**src/rtl/arb_pkg.sv**
```systemverilog
package arb_pkg;
    localparam int PRIO_W     = 8;
    localparam int EXT_W      = 10;
    localparam int FIRST_EXT  = 16;

    typedef logic signed [EXT_W-1:0] prio_t;

    localparam prio_t IDLE_PRIO  = 10'sd256;
    localparam prio_t RESET_PRIO = -10'sd3;
    localparam prio_t NMI_PRIO   = -10'sd2;
    localparam prio_t HARD_PRIO  = -10'sd1;

    function automatic prio_t group_mask(input logic [2:0] grp);
        prio_t m;
        m = '1;
        return prio_t'(m << (int'(grp) + 1));
    endfunction
endpackage

```
**src/rtl/arb_prio_map.sv**
```systemverilog
module arb_prio_map
    import arb_pkg::*;
#(
    parameter int NVEC = 48
) (
    input  logic [NVEC*PRIO_W-1:0] prio_cfg_i,
    output prio_t [NVEC-1:0]       eff_prio_o
);
    for (genvar v = 0; v < NVEC; v++) begin : g_vec
        if (v >= 1 && v <= 3) begin : g_fixed
            logic unused_cfg;
            assign unused_cfg = ^prio_cfg_i[v*PRIO_W +: PRIO_W];
            assign eff_prio_o[v] = (v == 1) ? RESET_PRIO :
                                   (v == 2) ? NMI_PRIO : HARD_PRIO;
        end else begin : g_prog
            assign eff_prio_o[v] = prio_t'({2'b00, prio_cfg_i[v*PRIO_W +: PRIO_W]});
        end
    end
endmodule

```
**src/rtl/arb_pend_pick.sv**
```systemverilog
module arb_pend_pick
    import arb_pkg::*;
#(
    parameter int NVEC = 48,
    localparam int VW  = $clog2(NVEC)
) (
    input  logic [NVEC-1:0]  vec_en_i,
    input  logic [NVEC-1:0]  vec_pend_i,
    input  prio_t [NVEC-1:0] eff_prio_i,
    output logic [VW-1:0]    best_vec_o,
    output prio_t            best_prio_o
);
    logic unused_v0;
    assign unused_v0 = vec_en_i[0] ^ vec_pend_i[0] ^ (^eff_prio_i[0]);

    always_comb begin
        best_vec_o  = '0;
        best_prio_o = IDLE_PRIO;
        for (int v = 1; v < NVEC; v++) begin
            if (vec_en_i[v] && vec_pend_i[v] &&
                ($signed(eff_prio_i[v]) < $signed(best_prio_o))) begin
                best_prio_o = eff_prio_i[v];
                best_vec_o  = VW'(v);
            end
        end
    end
endmodule

```
**src/rtl/arb_act_min.sv**
```systemverilog
module arb_act_min
    import arb_pkg::*;
#(
    parameter int NVEC = 48
) (
    input  logic [NVEC-1:0]  vec_act_i,
    input  prio_t [NVEC-1:0] eff_prio_i,
    output prio_t            min_prio_o
);
    logic unused_v0;
    assign unused_v0 = vec_act_i[0] ^ (^eff_prio_i[0]);

    always_comb begin
        min_prio_o = IDLE_PRIO;
        for (int v = 1; v < NVEC; v++) begin
            if (vec_act_i[v] && ($signed(eff_prio_i[v]) < $signed(min_prio_o))) begin
                min_prio_o = eff_prio_i[v];
            end
        end
    end
endmodule

```
**src/rtl/exc_prio_arb.sv**
```systemverilog
module exc_prio_arb
    import arb_pkg::*;
#(
    parameter int  NUM_EXT = 32,
    localparam int NVEC    = FIRST_EXT + NUM_EXT,
    localparam int VW      = $clog2(NVEC)
) (
    input  logic                   clk,
    input  logic                   rst_n,
    input  logic [NVEC-1:0]        vec_en_i,
    input  logic [NVEC-1:0]        vec_pend_i,
    input  logic [NVEC-1:0]        vec_act_i,
    input  logic [NVEC*PRIO_W-1:0] prio_cfg_i,
    input  logic [2:0]             grp_sel_i,
    input  logic                   fault_mask_i,
    input  logic                   irq_mask_i,
    input  logic [PRIO_W-1:0]      base_thr_i,
    output logic [VW-1:0]          pend_vec_o,
    output logic [EXT_W-1:0]       pend_prio_o,
    output logic [EXT_W-1:0]       act_prio_o,
    output logic                   preempt_o,
    output logic                   can_take_o
);
    typedef struct packed {
        logic [VW-1:0] vec;
        prio_t         pend_prio;
        prio_t         act_prio;
        logic          preempt;
        logic          can_take;
    } arb_state_t;

    prio_t [NVEC-1:0] eff_prio;
    logic [VW-1:0]    best_vec;
    prio_t            best_prio;
    prio_t            act_min;

    arb_prio_map #(.NVEC(NVEC)) u_map (
        .prio_cfg_i (prio_cfg_i),
        .eff_prio_o (eff_prio)
    );

    arb_pend_pick #(.NVEC(NVEC)) u_pick (
        .vec_en_i    (vec_en_i),
        .vec_pend_i  (vec_pend_i),
        .eff_prio_i  (eff_prio),
        .best_vec_o  (best_vec),
        .best_prio_o (best_prio)
    );

    arb_act_min #(.NVEC(NVEC)) u_act (
        .vec_act_i  (vec_act_i),
        .eff_prio_i (eff_prio),
        .min_prio_o (act_min)
    );

    arb_state_t state_d, state_q;
    prio_t      grp_mask;
    prio_t      act_masked;
    prio_t      run_lvl;
    prio_t      exec_prio;

    always_comb begin
        grp_mask   = group_mask(grp_sel_i);
        act_masked = act_min & grp_mask;

        if (fault_mask_i) begin
            run_lvl = -10'sd1;
        end else if (irq_mask_i) begin
            run_lvl = 10'sd0;
        end else if (base_thr_i != '0) begin
            run_lvl = prio_t'({2'b00, base_thr_i}) & grp_mask;
        end else begin
            run_lvl = IDLE_PRIO;
        end

        exec_prio = ($signed(run_lvl) < $signed(act_masked)) ? run_lvl : act_masked;

        state_d.vec       = best_vec;
        state_d.pend_prio = best_prio;
        state_d.act_prio  = act_masked;
        state_d.preempt   = $signed(best_prio) < $signed(act_masked);
        state_d.can_take  = $signed(exec_prio) > $signed(best_prio);
    end

    always_ff @(posedge clk or negedge rst_n) begin
        if (!rst_n) begin
            state_q.vec       <= '0;
            state_q.pend_prio <= IDLE_PRIO;
            state_q.act_prio  <= IDLE_PRIO;
            state_q.preempt   <= 1'b0;
            state_q.can_take  <= 1'b0;
        end else begin
            state_q <= state_d;
        end
    end

    assign pend_vec_o  = state_q.vec;
    assign pend_prio_o = state_q.pend_prio;
    assign act_prio_o  = state_q.act_prio;
    assign preempt_o   = state_q.preempt;
    assign can_take_o  = state_q.can_take;
endmodule

```
**config.mk**
```make
export PLATFORM = sky130hd
export DESIGN_NAME = exc_prio_arb
export DESIGN_NICKNAME = d
export VERILOG_FILES = /design/src/rtl/arb_pkg.sv /design/src/rtl/arb_prio_map.sv /design/src/rtl/arb_pend_pick.sv /design/src/rtl/arb_act_min.sv /design/src/rtl/exc_prio_arb.sv
export SDC_FILE = /design/constraint.sdc
export NUM_CORES = 2
export LEC_CHECK = 0
export ABC_AREA = 1
export BUFFER_PORTS_ARGS = -buffer_cell sky130_fd_sc_hd__buf_2
export CAP_MARGIN = 0
export CORE_ASPECT_RATIO = 2
export CORE_MARGIN = 2
export CORE_UTILIZATION = 36
export CTS_BUF_LIST = sky130_fd_sc_hd__clkbuf_2 sky130_fd_sc_hd__clkbuf_4 sky130_fd_sc_hd__clkbuf_8
export DETAILED_ROUTE_END_ITERATION = 10
export PLACE_DENSITY = 0.52
export SYNTH_ARGS = -nofsm -noshare
export SYNTH_HDL_FRONTEND = slang
export SYNTH_HIERARCHICAL = 1
export SYNTH_SLANG_ARGS = --single-unit
```
**constraint.sdc**
```tcl
create_clock -name clk -period 0.8 [get_ports clk]
set_clock_uncertainty 0.15 [all_clocks]
set_input_delay 0.12 -clock clk [delete_from_list [all_inputs] [get_ports clk]]
set_output_delay 0.12 -clock clk [all_outputs]
set_load 0.05 [all_outputs]
```
==> flow_summary.json <==
{
  "outcome": "complete, but fails checks",
  "violations": "negative setup slack",
  "cts_tree": "built",
  "path_clk_slew_ps": 120,
  "core-area_um2": 118000,
  "ios": 571,
  "dp_slack_ps": -68680,
  "yosysWarnings": 6,
  "crit_fanout": 8,
  "cpMaxStageDelayCell": "a2111oi_2",
  "timing.critical_path.from": "vec_en_i[1]",
  "drv_slew": 0,
  "synth_area_um2": 42800,
  "setup_viol": 56,
  "drv_cap": 0,
  "drt_iter0_markers": 2935,
  "critPathKind": "primary input to register",
  "end_kind": "register",
  "wl_per_cell_um": 14.9,
  "crit_top_cell": "nand2_1",
  "syn_to_final_growth_pct": 60.0,
  "max_stage_delay_ps": 360,
  "dieArea_um2": 122000,
  "portBuffers": 535,
  "period_share": 80.9,
  "arrival_ps": 64830,
  "rsz0062_at_grt": "yes",
  "grt_max_degree": 29,
  "grt_pass1_vias": 50800,
  "rows": 179,
  "chipWidth_um": 248,
  "place.gp.congestion": 0.924,
  "postSynthAreaPerCell_um2": 5.91,
  "clk_path_buf_depth": 2,
  "final_nets": 11000,
  "grt_first_pass_wirelength_um": 253000,
  "wl_um": 168000,
  "hp-class": "primary input to async pin",
  "drc": 0,
  "fmax_mhz": 15.4,
  "numCtsBuffers": 3,
  "vias_per_cell": 4.89,
  "start_kind": "primary input",
  "via_count": 55100,
  "cts-root-buf": "clkbuf_8",
  "synthCells": 7247,
  "antenna_found_initial": 21,
  "first_pass_iters": 5,
  "gr-total-overflow": 0,
  "cts.sinks": 28,
  "fin_cells": 11300,
  "worstSetupEndpoint": "can_take_o",
  "fp.dieH_um": 492,
  "placed_cells": 10800,
  "finalHoldViolations": 0,
  "place_hpwl_um": 137000,
  "max_slew_margin": 0.550,
  "worst_slack_ps": -63930,
  "tightest_slew_ps": 669,
  "drtAntennaViolNets": 0,
  "worstPathRequired_ps": 890,
  "drive_above_1_share": 0.467,
  "cts_htree_levels": 1,
  "post-route-min-period_ps": 64730,
  "grtUsageTotal": 0.252,
  "initial_core_util": 0.362,
  "tns_ps": -1747490
}
## critical path: cells and delay by family
kind	cells	cell delay (ps)
AOI/OAI and AO/OA	123	19840
adders and majority gates	44	10810
buffers and inverters	115	12140
and+or+nand+nor	234	21700
## metrics by stage
stage,util,hold WS (ps),instance area (um^2)
after global routing,0.578,161,68500
after global placement,0.503,-64.7,59600
final,0.579,123,68500
after CTS,0.534,130,63300
after floorplan,-,-326,45100
after detailed placement,0.503,-68.0,59600
## final cells by class
type                       count  area [um^2]
fill                       11500        49900
multi-input combinational   5707        40500
timing repair buffer        2857        20800
inverter                    1098         4350
tap                         1538         1920
sequential                    28          734
timing repair inverter        20          125
clock buffer                   3         41.3
clock inverter                 1         30.0
antenna                       10         25.0
## layout by cell type, fill, tap and decap left out, types with 10 or more instances in the layout
| cell | n |
|---|---|
| nand2_2 | 481 |
| ha_4 | 118 |
| o21ai_4 | 27 |
| nor3_1 | 13 |
| o21ai_0 | 193 |
| conb_1 | 118 |
| clkinv_1 | 21 |
| nand3_2 | 83 |
| inv_4 | 13 |
| o21bai_1 | 47 |
| nand3_1 | 323 |
| a21oi_2 | 74 |
| buf_4 | 2248 |
| inv_2 | 119 |
| nor2_1 | 247 |
| inv_1 | 926 |
| nand2_4 | 55 |
| a211oi_2 | 28 |
| buf_6 | 77 |
| o21ai_1 | 284 |
| nand2_1 | 1747 |
| nor3_2 | 34 |
| a21o_1 | 39 |
| ha_1 | 635 |
| nand3_4 | 205 |
| o21ai_2 | 262 |
| nor2_2 | 26 |
| buf_12 | 17 |
| o221a_2 | 23 |
| buf_2 | 506 |
| a21oi_1 | 146 |
| diode_2 | 10 |
| dfrtp_2 | 25 |
| nand4_1 | 369 |
| clkinv_4 | 16 |
| ha_2 | 11 |
| a31oi_1 | 40 |
## worst min-delay path by stage
stage	end	slack, ps	cells past startpoint
global route	pend_prio_o[9]	160	3
floorplan	act_prio_o[0]	-330	0
detailed placement	act_prio_o[9]	-70	2
CTS	act_prio_o[7]	130	3
finish	act_prio_o[7]	120	3
global placement	act_prio_o[9]	-60	2
## metal layers
| layer | track usage | routed length [um] | vias up |
|---|---|---|---|
| met5 | 0 | 146 | - |
| met4 | 0.0239 | 2050 | 24 |
| met3 | 0.0179 | 9300 | 163 |
| met2 | 0.409 | 75100 | 1351 |
| met1 | 0.371 | 81200 | 24800 |
| li1 | - | - | 28800 |
## flip-flops by register name, indices dropped and copies added, names as in the netlist
register	flops
pend_vec_o	6
act_prio_o	10
pend_prio_o	10
can_take_o	1
preempt_o	1
## timing repair
item / CTS / global route
buffers inserted: 178 / 168
pin swaps: 180 / 529
hold endpoints to repair: 28 / 0
gates resized for setup: 556 / 924
endpoints found under the setup margin: 56 / 56
hold buffers: 1 / 0
cloned: 48 / 48
Power is left out: the tool's default activity adds up to more than one toggle a clock period on the data nets, which glitch-free logic cannot reach.
